==> config.mk <==
export PLATFORM = sky130hd
export DESIGN_NAME = aux_reg_slot
export DESIGN_NICKNAME = d
export VERILOG_FILES = /design/src/rtl/aux_slot_pkg.sv /design/src/rtl/aux_scratch_store.sv /design/src/rtl/aux_level_select.sv /design/src/rtl/aux_reg_slot.sv
export SDC_FILE = /design/constraint.sdc
export NUM_CORES = 1
export LEC_CHECK = 0
export CAP_MARGIN = 20
export CORE_MARGIN = 2
export CORE_UTILIZATION = 35
export DETAILED_ROUTE_END_ITERATION = 10
export PLACE_DENSITY_LB_ADDON = 0.3
export SYNTH_ARGS = -nofsm -noshare
export SYNTH_HDL_FRONTEND = slang
export SYNTH_SLANG_ARGS = --single-unit
==> constraint.sdc <==
create_clock -name clk -period 2.1 [get_ports clk]
set_clock_uncertainty 0.2 [all_clocks]
set_input_delay 0.63 -clock clk [delete_from_list [all_inputs] [get_ports clk]]
set_output_delay 0.63 -clock clk [all_outputs]
set_load 0.03 [all_outputs]
==> src/rtl/aux_slot_pkg.sv <==
`timescale 1ns/1ps
// Package: shared types for the scratch / FIFO-level slot.
// Assumes the level mode field is two bits wide.
package aux_slot_pkg;
    localparam int MODE_W = 2;

    typedef enum logic [MODE_W-1:0] {
        LVL_RX        = 2'b00,
        LVL_TX        = 2'b01,
        LVL_RX_ALT    = 2'b10,
        LVL_ALTERNATE = 2'b11
    } lvl_mode_e;
endpackage

==> src/rtl/aux_scratch_store.sv <==
`timescale 1ns/1ps
// Module: aux_scratch_store
// Holds the general-purpose scratch byte. It loads on wr_en and holds otherwise.
// Assumes sleep never clears state: retention is simply the absence of writes.
module aux_scratch_store #(
    parameter int            DATA_W = 8,
    parameter logic [DATA_W-1:0] INIT = '1
) (
    input  logic              clk,
    input  logic              rst_n,
    input  logic              wr_en,
    input  logic              sleep,
    input  logic [DATA_W-1:0] wr_data,
    output logic [DATA_W-1:0] q
);
    logic sleep_unused;
    assign sleep_unused = sleep;

    // Scratch byte: reset to INIT, load on write enable only.
    always_ff @(posedge clk) begin
        if (!rst_n)     q <= INIT;
        else if (wr_en) q <= wr_data;
    end

    // Without a write the stored byte must hold, whatever sleep does.
    assert_sleep_hold_R3: assert property (@(posedge clk) disable iff (!rst_n)
        (sleep && !wr_en) |=> $stable(q));
endmodule

==> src/rtl/aux_level_select.sv <==
`timescale 1ns/1ps
// Module: aux_level_select
// Keeps the write-only level mode and the alternation phase, and picks which
// FIFO count goes onto the read path.
// Assumes rd_fire is a single-cycle pulse already qualified by select and swap.
module aux_level_select
    import aux_slot_pkg::*;
#(
    parameter int DATA_W = 8,
    parameter int CNT_W  = 8
) (
    input  logic              clk,
    input  logic              rst_n,
    input  logic              mode_wr,
    input  logic [MODE_W-1:0] wr_mode,
    input  logic              rd_fire,
    input  logic              swap_en,
    input  logic [CNT_W-1:0]  rx_count,
    input  logic [CNT_W-1:0]  tx_count,
    output logic [DATA_W-1:0] level
);
    localparam int PAD_W = DATA_W - CNT_W;

    lvl_mode_e        mode_q;
    logic             phase_q;    // 0: next alternating read is RX, 1: TX
    logic             swap_q;
    logic             swap_flip;
    logic             phase_eff;
    logic             alt_mode;
    logic             pick_tx;
    logic [CNT_W-1:0] cnt_sel;

    // Swap edge detection and the phase actually seen by this cycle's read.
    always_comb begin
        swap_flip = (swap_en != swap_q);
        phase_eff = swap_flip ? 1'b0 : phase_q;
        alt_mode  = (mode_q == LVL_ALTERNATE);
        pick_tx   = alt_mode ? phase_eff : (mode_q == LVL_TX);
        cnt_sel   = pick_tx ? tx_count : rx_count;
    end

    // Mode field: loaded from the low bits of a swap-high write.
    always_ff @(posedge clk) begin
        if (!rst_n)       mode_q <= LVL_RX;
        else if (mode_wr) mode_q <= lvl_mode_e'(wr_mode);
    end

    // Alternation phase: a mode write clears it, a read steps it, a swap edge clears it.
    always_ff @(posedge clk) begin
        if (!rst_n) begin
            phase_q <= 1'b0;
            swap_q  <= 1'b0;
        end else begin
            swap_q <= swap_en;
            if (mode_wr)                   phase_q <= 1'b0;
            else if (rd_fire && alt_mode)  phase_q <= ~phase_eff;
            else if (swap_flip)            phase_q <= 1'b0;
        end
    end

    // Width adaptation of the selected count onto the data bus.
    generate
        if (PAD_W > 0) begin : g_pad
            assign level = {{PAD_W{1'b0}}, cnt_sel};
        end else begin : g_direct
            assign level = cnt_sel[DATA_W-1:0];
        end
    endgenerate

    assert_mode_load_R7: assert property (@(posedge clk) disable iff (!rst_n)
        mode_wr |=> mode_q == lvl_mode_e'($past(wr_mode)));
    assert_phase_clear_R9: assert property (@(posedge clk) disable iff (!rst_n)
        mode_wr |=> !phase_q);
    assert_phase_step_R6: assert property (@(posedge clk) disable iff (!rst_n)
        (rd_fire && alt_mode && !mode_wr) |=> phase_q != $past(phase_eff));
    assert_phase_idle_R8: assert property (@(posedge clk) disable iff (!rst_n)
        (!rd_fire && !mode_wr && !swap_flip) |=> $stable(phase_q));
endmodule

==> src/rtl/aux_reg_slot.sv <==
`timescale 1ns/1ps
// Module: aux_reg_slot (top)
// One register address that acts as a scratch byte (swap low) or as
// a mode / FIFO-level port (swap high). The read bus is combinational.
// Assumes strobes are synchronous to clk and rd_stb is a one-cycle pulse.
module aux_reg_slot
    import aux_slot_pkg::*;
#(
    parameter int DATA_W = 8,
    parameter int CNT_W  = 8
) (
    input  logic              clk,
    input  logic              rst_n,
    input  logic              sel,
    input  logic              rd_stb,
    input  logic              wr_stb,
    input  logic [DATA_W-1:0] wr_data,
    input  logic              swap_en,
    input  logic              sleep,
    input  logic [CNT_W-1:0]  rx_count,
    input  logic [CNT_W-1:0]  tx_count,
    output logic [DATA_W-1:0] rd_data
);
    logic              scratch_we;
    logic              mode_we;
    logic              rd_fire;
    logic [DATA_W-1:0] scratch_val;
    logic [DATA_W-1:0] level_val;

    // Address decode: the swap bit steers writes and qualifies reads.
    always_comb begin
        scratch_we = sel && wr_stb && !swap_en;
        mode_we    = sel && wr_stb && swap_en;
        rd_fire    = sel && rd_stb && swap_en;
    end

    aux_scratch_store #(.DATA_W(DATA_W), .INIT({DATA_W{1'b1}})) u_store (
        .clk     (clk),
        .rst_n   (rst_n),
        .wr_en   (scratch_we),
        .sleep   (sleep),
        .wr_data (wr_data),
        .q       (scratch_val)
    );

    aux_level_select #(.DATA_W(DATA_W), .CNT_W(CNT_W)) u_level (
        .clk      (clk),
        .rst_n    (rst_n),
        .mode_wr  (mode_we),
        .wr_mode  (wr_data[MODE_W-1:0]),
        .rd_fire  (rd_fire),
        .swap_en  (swap_en),
        .rx_count (rx_count),
        .tx_count (tx_count),
        .level    (level_val)
    );

    // Read mux: scratch byte or FIFO level.
    assign rd_data = swap_en ? level_val : scratch_val;

    assert_scratch_keep_R4: assert property (@(posedge clk) disable iff (!rst_n)
        (sel && wr_stb && swap_en) |=> $stable(scratch_val));
    assert_scratch_readback_R1: assert property (@(posedge clk) disable iff (!rst_n)
        (sel && wr_stb && !swap_en) |=> (swap_en || rd_data == $past(wr_data)));
endmodule

**Word level (Yosys, flattened, before mapping)**

Cells that the tools add are included.
Widths: inputs -> output; s select.

- Input port bits: 31
- Output and inout bits: 8
- Flip-flop bits (word level): 12

- Bitwise operators: 2
- Reduce and logical (&&, ||, !) cells: 8
- Eq/ne operators: 3
- Muxes and demuxes: 5

Operator list:

| cell | number |
|---|---|
| $mux 8 | 2 |
| $logic_and 1x1->1 | 6 |
| $mux 1 | 3 |
| $eq 2x1->1 const B | 1 |
| $eq 2x2->1 const B | 1 |
| $not 1->1 | 2 |
| $reduce_or 2->1 | 1 |
| $logic_not 1->1 | 1 |
| $ne 1x1->1 | 1 |

**Logic depth before layout (Yosys ltp)**

Gate-level depths: netlist of the first run.

- Depth after elaboration: 5
- Depth in mapped cells: 5
- Mapped depth without buffers: 3

**By module**

Synthesis of the first run repeated with hierarchy kept, for this count alone.

- Cells, all modules: 101
- Area, all modules: 950.9 um2

By module, submodules not included:

| module | cells each | area each (um2) | instances | seq. area each (um2) |
|---|---|---|---|---|
| aux_level_select | 63 | 513.0 | 1 | 80.1 |
| aux_scratch_store | 26 | 285.3 | 1 | 160.2 |
| aux_reg_slot | 12 | 152.6 | 1 | 0.0 |

**Worst setup path before layout of the first run**

OpenSTA, ideal clock, no wires.

- Path type: input to output
- From: in swap_en
- To: out rd_data[0]
- Setup slack: -0.441 ns
- Path buffers: 1
- Stages: 4
- Arrival: 1.711 ns
- Required time: 1.270 ns
- Cell sequence: buf_4 xnor2_2 a31oi_4 o221ai_1

- Word-level cells in the longest chain between the ends: 5

RTL lines:

| element | line | text |
|---|---|---|
| start, declared | aux_reg_slot.sv:18 | `input logic swap_en,` |
| $ne 1x1->1 | aux_level_select.sv:35 | `swap_flip = (swap_en != swap_q);` |
| $mux 1 | n/a |  |
| $mux 1 | aux_level_select.sv:38 | `pick_tx = alt_mode ? phase_eff : (mode_q == LVL_TX);` |
| $mux 8 | aux_level_select.sv:39 | `cnt_sel = pick_tx ? tx_count : rx_count;` |
| $mux 8 (*) | aux_reg_slot.sv:59 | `assign rd_data = swap_en ? level_val : scratch_val;` |
| end, declared | aux_reg_slot.sv:22 | `output logic [DATA_W-1:0] rd_data` |

Mark *: on every way between the ends. The rest lies on a longest branch, timed or not.

**Worst setup path in the final report of the first run**

- From: in swap_en
- To: out rd_data[3]

Same word-level chain as after synthesis.

==> qor.csv, run 1 <==
stage;metric;value;unit
timing;Peak Freq;0.432;GHz
clocking;CTS Buffer Depth;2;
synth;Warnings, synthesis;0;
clocking;Clk Latency, worst-skew pair;0.27;ns
detailed_routing;DRT Pass-1 Iters;4;
placement;Post-DP HPWL;1550;um
finish;Multi-input gate area;577;um^2
timing;setup TNS;-1.62;ns
detailed_routing;initial DRC count;4;
detailed_routing;Wirelength per Cell;13.0;um
setup_path;Crit path largest cell delay;0.16;ns
die;Rows;16;
die;starting density of the core;0.368;
timing;Tmin final;2.31;ns
setup_path;Crit Path Class;primary input to output pin;
clocking;CTS tree;done;
synth;syn nets;117;
power;Comb pwr share;0.343;
timing;Final Slew Violations;0;
synth;top cell type's share of synthesized area;0.336;
die;height of the chip;49.2;um
setup_path;CP max-delay cell;xnor2_4;
finish;final net count;159;
power;Pint;461;uW
die;Core Box Area;1940;um^2
power;power per cell area;478;nW/um^2
finish;share of cells above drive strength 1;0.346;
detailed_routing;Total Wirelength;2000;um
setup_path;Worst setup SP type;primary input;
timing;Tcrit/Tclk final;1.10;
clocking;Root Buffer;clkbuf_4;
status;status;complete, but fails checks;
placement;Final Wtd Congestion;0.795;
power;Max IR drop VDD;0.000289;V
clocking;H-tree Lvls;1;
setup_path;worst-path cell chain;buf_8 > xnor2_4 > a31oi_4 > buf_12 > o221ai_2 > buf_6;
hold_path;hold crit path type;flip-flop to flip-flop;
global_routing;gr usage total;0.181;
clocking;Reg clk slew, reported paths;0.08;ns
clocking;total CTS buffers;3;
global_routing;first-pass GRT wire length;3440;um
setup_path;worst-path maximum fanout;8;
synth;#FFs+latches synth;12;
timing;actual slew at the worst max-slew pin;0.503;ns
finish;design area;1370;um^2
synth;syn avg cell area;8.31;um^2
power;Switch Pwr;193;uW
timing;Hold Fails Final Rpt;0;
detailed_routing;DRC Markers;0;
finish;Fillers;151;
detailed_routing;ANT nets after route;0;
global_routing;largest net degree at the start of global routing;29;
synth;Seq/Total Area, Yosys;0.336;
synth;cell area after synthesis;714;um^2
setup_path;Worst Setup End Kind;output pin;
die;Die Wd;49.2;um
power;switch share;0.295;
setup_path;Worst EP required;1.27;ns
power;Pleak;0.000555;uW
finish;most frequent cells in the layout;clkdlybuf4s50_1 (15), nand2_1 (12), dlygate4sd2_1 (12);
timing;post-route setup slack;-0.214;ns
timing;final setup vio count;8;
timing;RSZ-0062 raised after global routing;true;
detailed_routing;average vias per placed instance;5.23;
finish;Layout area overhead;91.4;%
global_routing;GR Overflow Total;0;
placement;DP Area;1200;um^2
placement;port bufs;37;
clocking;post-CTS setup buffer count;0;
synth;post-synth top area cell;dfxtp_1;
global_routing;vias in the first global route;835;
die;Ports;39;
setup_path;crit path DAT;1.48;ns
finish;commonest non-fill, non-tap cell in the layout;clkdlybuf4s50_1;
synth;cells after synthesis;86;
synth;Netlist cell types;22;
clocking;clock sink count;12;
timing;headroom to the max-slew limit;0.665;
power;Clk pwr share;0.285;
global_routing;initial antenna violation count;0;
detailed_routing;total number of vias;806;
die;die area;2420;um^2
status;failing checks;setup timing;
finish;Reg area;241;um^2
run;max_cap viols;0;
power;sequential share of power;0.372;
synth;main area contributors after synthesis;dfxtp_1 (34%), o2111ai_1 (9.8%), o221ai_1 (9.8%), nand2_1 (9.5%), o211ai_1 (9.5%);
finish;Antenna diodes;0;
-- cell type report --
type | instances | share of cell area
Clock buffer | 4 | 0.0265
Inverter | 9 | 0.0247
Multi-Input combinational cell | 58 | 0.422
Sequential cell | 12 | 0.177
Tap cell | 27 | 0.0247
Timing Repair Buffer | 44 | 0.326
-- repair_timing --
action                     CTS  global route
resized for setup           46             2
setup endpoints to repair   17             8
hold buffers                 0             0
pin swaps                   10             0
-- state kept, by name (all words and copies together), names as in the netlist --
| name | cells |
|---|---|
| u_level.phase_q | 1 |
| u_store.q | 8 |
| u_level.mode_q | 2 |
| u_level.swap_q | 1 |
-- worst max-delay path, delay by kind of cell --
| family | cells | cell delay (ns) |
|---|---|---|
| compound gates | 2 | 0.26 |
| buf+inv | 3 | 0.43 |
| xor+xnor | 1 | 0.16 |
-- through the flow --
step	util	hold slack (ns)	worst slack [ns]	std cells	total power, uW
final	0.704	0.331	-0.214	154	654
after global routing	0.704	0.370	-0.251	154	690
after CTS	0.702	0.333	-0.212	154	657
after detailed placement	0.620	0.320	-0.801	150	447
after global placement	0.620	0.319	-0.769	150	444
after floorplan	-	0.292	-0.268	86	356
-- cell families after synthesis --
| logic type | synth area share |
|---|---|
| simple gates | 0.165 |
| xor+xnor | 0.0228 |
| flops | 0.336 |
| mux | 0.0280 |
| compound gates | 0.356 |
| buf+inv | 0.0928 |
-- Yosys cell counts --
cell type / number
clkbuf_1: 3
a2111o_1: 1
buf_4: 1
o221ai_1: 8
dfxtp_1: 12
buf_1: 1
nand2_1: 18
buf_2: 1
mux2i_1: 2
xnor2_2: 1
a31oi_4: 1
clkbuf_2: 1
nor2b_1: 3
o211ai_1: 9
nand2b_1: 1
o2111ai_1: 8
a21boi_1: 1
and2_1: 1
and3b_1: 1
nand3_1: 2
inv_1: 9
a31oi_1: 1
-- power by group through the flow --
stage / clock [uW] / combinational (uW) / sequential, uW
global route: 206 / 239 / 245
floorplan: 0 / 108 / 248
finish: 186 / 224 / 243
CTS: 189 / 225 / 243
detailed placement: 0 / 199 / 248
global placement: 0 / 196 / 248
-- final timing paths --
| path | startpoint | to | slack (ns) | cells after the start |
|---|---|---|---|---|
| worst max-delay path | swap_en | rd_data[3] | -0.21 | 6 |
| worst min-delay path | u_store.q[7] | u_store.q[7] | 0.33 | 2 |
| worst max register to register | u_level.mode_q[0] | u_level.phase_q | 0.68 | 4 |
| worst min register to register | u_store.q[7] | u_store.q[7] | 0.33 | 2 |
-- per-layer routing --
| layer | part of all wire | GRT usage |
|---|---|---|
| met4 | 0.011 | 0.0714 |
| met3 | 0.044 | 0.0184 |
| met5 | 0 | 0 |
| met2 | 0.54 | 0.340 |
| met1 | 0.40 | 0.205 |
(Power assumes the default switching activity.)
==> inputs of run 2 (changes only) <==
Settings changed: CAP_MARGIN 20 to 5.
==> results of run 2 <==
Final layout, timing and power as in run 1 (identical DEF).
==> inputs of run 3 (changes only) <==
Settings changed: ABC_AREA from default to 1.
==> qor.csv, run 3 <==
stage;metric;value;unit;change
status;status;complete, but fails checks;;
status;failing checks;setup timing;;
placement;Final Wtd Congestion;0.768;;-3.4%
setup_path;Worst EP required;1.27;ns;about the same
synth;Post-Synth Simple-Gate Area;0.488;;+0.323
global_routing;GR Overflow Total;0;;unchanged
detailed_routing;average vias per placed instance;4.72;;-9.8%
synth;Adder-Cell Fraction of Synth Area;0;;unchanged
clocking;Reg clk slew, reported paths;0.06;ns;-0.02 ns
die;Core Box Area;2000;um^2;+3.1%
timing;headroom to the max-slew limit;0.627;;-0.0383
global_routing;vias in the first global route;853;;+2.2%
die;Rows;16;;unchanged
die;Ports;39;;unchanged
clocking;H-tree Lvls;1;;unchanged
timing;actual slew at the worst max-slew pin;0.559;ns;+0.0567 ns
synth;syn nets;151;;+29%
timing;Tcrit/Tclk final;1.12;;+0.0167
finish;Post-Layout Cell Count;193;;+25%
power;Max IR drop VDD;0.000321;V;+11%
placement;Cells after DPL;184;;+23%
clocking;Root Buffer;clkbuf_4;;
synth;post-synthesis compound-gate area fraction;0.0266;;-0.329
clocking;CTS tree;done;;
synth;Netlist cell types;16;;-27%
finish;share of cells above drive strength 1;0.343;;-0.00308
synth;main area contributors after synthesis;dfxtp_1 (32%), nand2_1 (22%), nand3_1 (17%), inv_1 (10%), nand3_4 (4.7%);;
die;height of the chip;50.4;um;+2.4%
setup_path;WP buf/inv;3;;unchanged
global_routing;largest net degree at the start of global routing;13;;-55%
timing;Peak Freq;0.426;GHz;-1.5%
synth;ys flop type;dfxtp_1;;
synth;Warnings, synthesis;0;;unchanged
setup_path;Worst setup SP type;primary input;;
finish;fin util;0.673;;-0.0318
setup_path;Crit Path Class;primary input to output pin;;
setup_path;cell repeated most along the worst path;nand2_4;;
setup_path;critical path depth;10;;+4
power;Tot Pwr;609;uW;-6.9%
die;die area;2540;um^2;+4.8%
timing;Hold Fails Final Rpt;0;;unchanged
detailed_routing;ANT nets after route;0;;unchanged
hold_path;Hold Path Depth;2;;unchanged
finish;Top reg by flops;u_store.q;;
synth;Seq/Total Area, Yosys;0.319;;-0.0168
placement;pre-CTS worst setup slack;-0.702;ns;+0.0994 ns
synth;Synth async-reset ratio;0;;unchanged
finish;max reg flops;8;;unchanged
clocking;clock sink count;12;;unchanged
global_routing;gr usage total;0.183;;+0.00202
synth;commonest cells in the netlist;nand2_1 (44), nand3_1 (26), inv_1 (20), dfxtp_1 (12);;
detailed_routing;DRC Markers;0;;unchanged
setup_path;crit path DAT;1.52;ns;+0.04 ns
power;power per cell area;452;nW/um^2;-5.4%
finish;Largest regs;u_store.q: 8 flops, u_level.mode_q: 2 flops;;
detailed_routing;Total Wirelength;2360;um;+18%
finish;Antenna diodes;0;;unchanged
finish;most frequent cells in the layout;nand2_1 (28), inv_1 (19), nand3_1 (16);;
die;starting density of the core;0.376;;+0.00771
power;Pleak;0.000699;uW;+26%
timing;Final Slew Violations;0;;unchanged
synth;most common cell in the netlist;nand2_1;;
synth;Synth Area in XOR/XNOR;0.0116;;-0.0111
finish;Fillers;182;;+21%
placement;port bufs;37;;unchanged
synth;mux share of post-synthesis cell area;0;;-0.0280
detailed_routing;initial DRC count;21;;+17
clocking;Clk Latency, worst-skew pair;0.26;ns;about the same
synth;post-synth top area cell;dfxtp_1;;
synth;top cell type's share of synthesized area;0.319;;-0.0168
setup_path;CP max-delay cell;nand2_4;;
setup_path;Crit path largest cell delay;0.12;ns;-0.04 ns
placement;Post-DP HPWL;1510;um;-2.1%
clocking;total CTS buffers;3;;unchanged
finish;commonest non-fill, non-tap cell in the layout;nand2_1;;
global_routing;initial antenna violation count;0;;unchanged
finish;final net count;199;;+25%
timing;Tmin final;2.35;ns;+0.0352 ns
detailed_routing;DRT Pass-1 Iters;4;;unchanged
placement;DP Area;1150;um^2;-4.3%
timing;post-route setup slack;-0.250;ns;-0.0352 ns
hold_path;hold crit path type;flip-flop to flip-flop;;
setup_path;Worst Setup End Kind;output pin;;
setup_path;CP delay by family, top;simple AND/OR/NAND/NOR gates;;
synth;#FFs+latches synth;12;;unchanged
clocking;CTS Buffer Depth;2;;unchanged
run;max_cap viols;0;;unchanged
finish;design area;1350;um^2;-1.6%
global_routing;first-pass GRT wire length;3590;um;+4.4%
synth;cell area after synthesis;752;um^2;+5.3%
detailed_routing;total number of vias;911;;+13%
synth;syn avg cell area;6.27;um^2;-25%
synth;Post-synth EDFFs;0;;unchanged
synth;main combinational cell family by area after synthesis;simple AND/OR/NAND/NOR gates;;
setup_path;R2R cell count;7;;+3
detailed_routing;Wirelength per Cell;12.2;um;-6.1%
finish;Layout area overhead;79.0;%;
synth;cells after synthesis;120;;+40%
die;Die Wd;50.4;um;+2.4%
timing;final setup vio count;8;;unchanged
setup_path;worst-path cell chain;buf_8 > inv_6 > nand2_4 > nand3_4 > nand2_4 > nand2_8 > nand2_1 > nand3_1 > nand2_2 > buf_6;;
setup_path;worst-path maximum fanout;8;;unchanged
timing;RSZ-0062 raised after global routing;true;;
[run 3: path summary, 6_finish.rpt]
check,from,to,slack (ns)
worst min-delay path,u_store.q[6],u_store.q[6],0.27
worst max register to register,u_level.swap_q,u_level.phase_q,0.68
worst min register to register,u_store.q[6],u_store.q[6],0.27
worst max-delay path,swap_en,rd_data[1],-0.25
[run 3: what timing repair did]
action | 4_1_cts | 5_1_grt
pin swaps | 24 | 12
endpoints found under the setup margin | 8 | 8
resized for setup | 40 | 17
hold buffers | 0 | 0
setup buffers | 3 | 2
gates cloned | 1 | 0
[run 3: layer usage]
| layer | global-route usage | wire length (um) | vias up |
|---|---|---|---|
| li1 | - | - | 462 |
| met1 | 0.212 | 1010 | 412 |
| met2 | 0.331 | 1200 | 35 |
| met3 | 0.0327 | 135 | 2 |
| met4 | 0.0676 | 13 | 0 |
| met5 | 0 | 0 | - |
[run 3: power breakdown]
| group | switching (uW) | internal, uW |
|---|---|---|
| clock | 66.4 | 66.2 |
| combinational | 115 | 110 |
| sequential | 12.4 | 239 |
| total | 194 | 415 |
[run 3: cells by family after synthesis]
family,count (synthesis)
flops,12
simple gates,77
compound gates,4
xor+xnor,1
buf+inv,26
[run 3: worst reg2reg max path, stage by stage, from the launching register on]
cell and delay [ns]:
dfxtp_2 0.37, inv_1 0.09, nand2_4 0.08, nand3_4 0.09
buf_4 0.14, buf_4 0.12, xnor2_1 0.17, nor2_1 0.05
[run 3: area by class of cell]
| class | count | area [um^2] | area share |
|---|---|---|---|
| clock buffers | 3 | 22.5 | 0.0167 |
| inverters | 22 | 87.6 | 0.0651 |
| multi-input cells | 83 | 515 | 0.383 |
| flip-flops and latches | 12 | 241 | 0.179 |
| well taps | 27 | 33.8 | 0.0251 |
| repair buffers | 46 | 445 | 0.331 |
[run 3: through the flow]
stage	TNS [ns]	hold slack (ns)
2_1_floorplan	0	0.242
3_3_place_gp	-5.10	0.255
3_5_place_dp	-5.53	0.255
4_1_cts	-1.61	0.275
5_1_grt	-2.23	0.300
6_report	-1.72	0.271
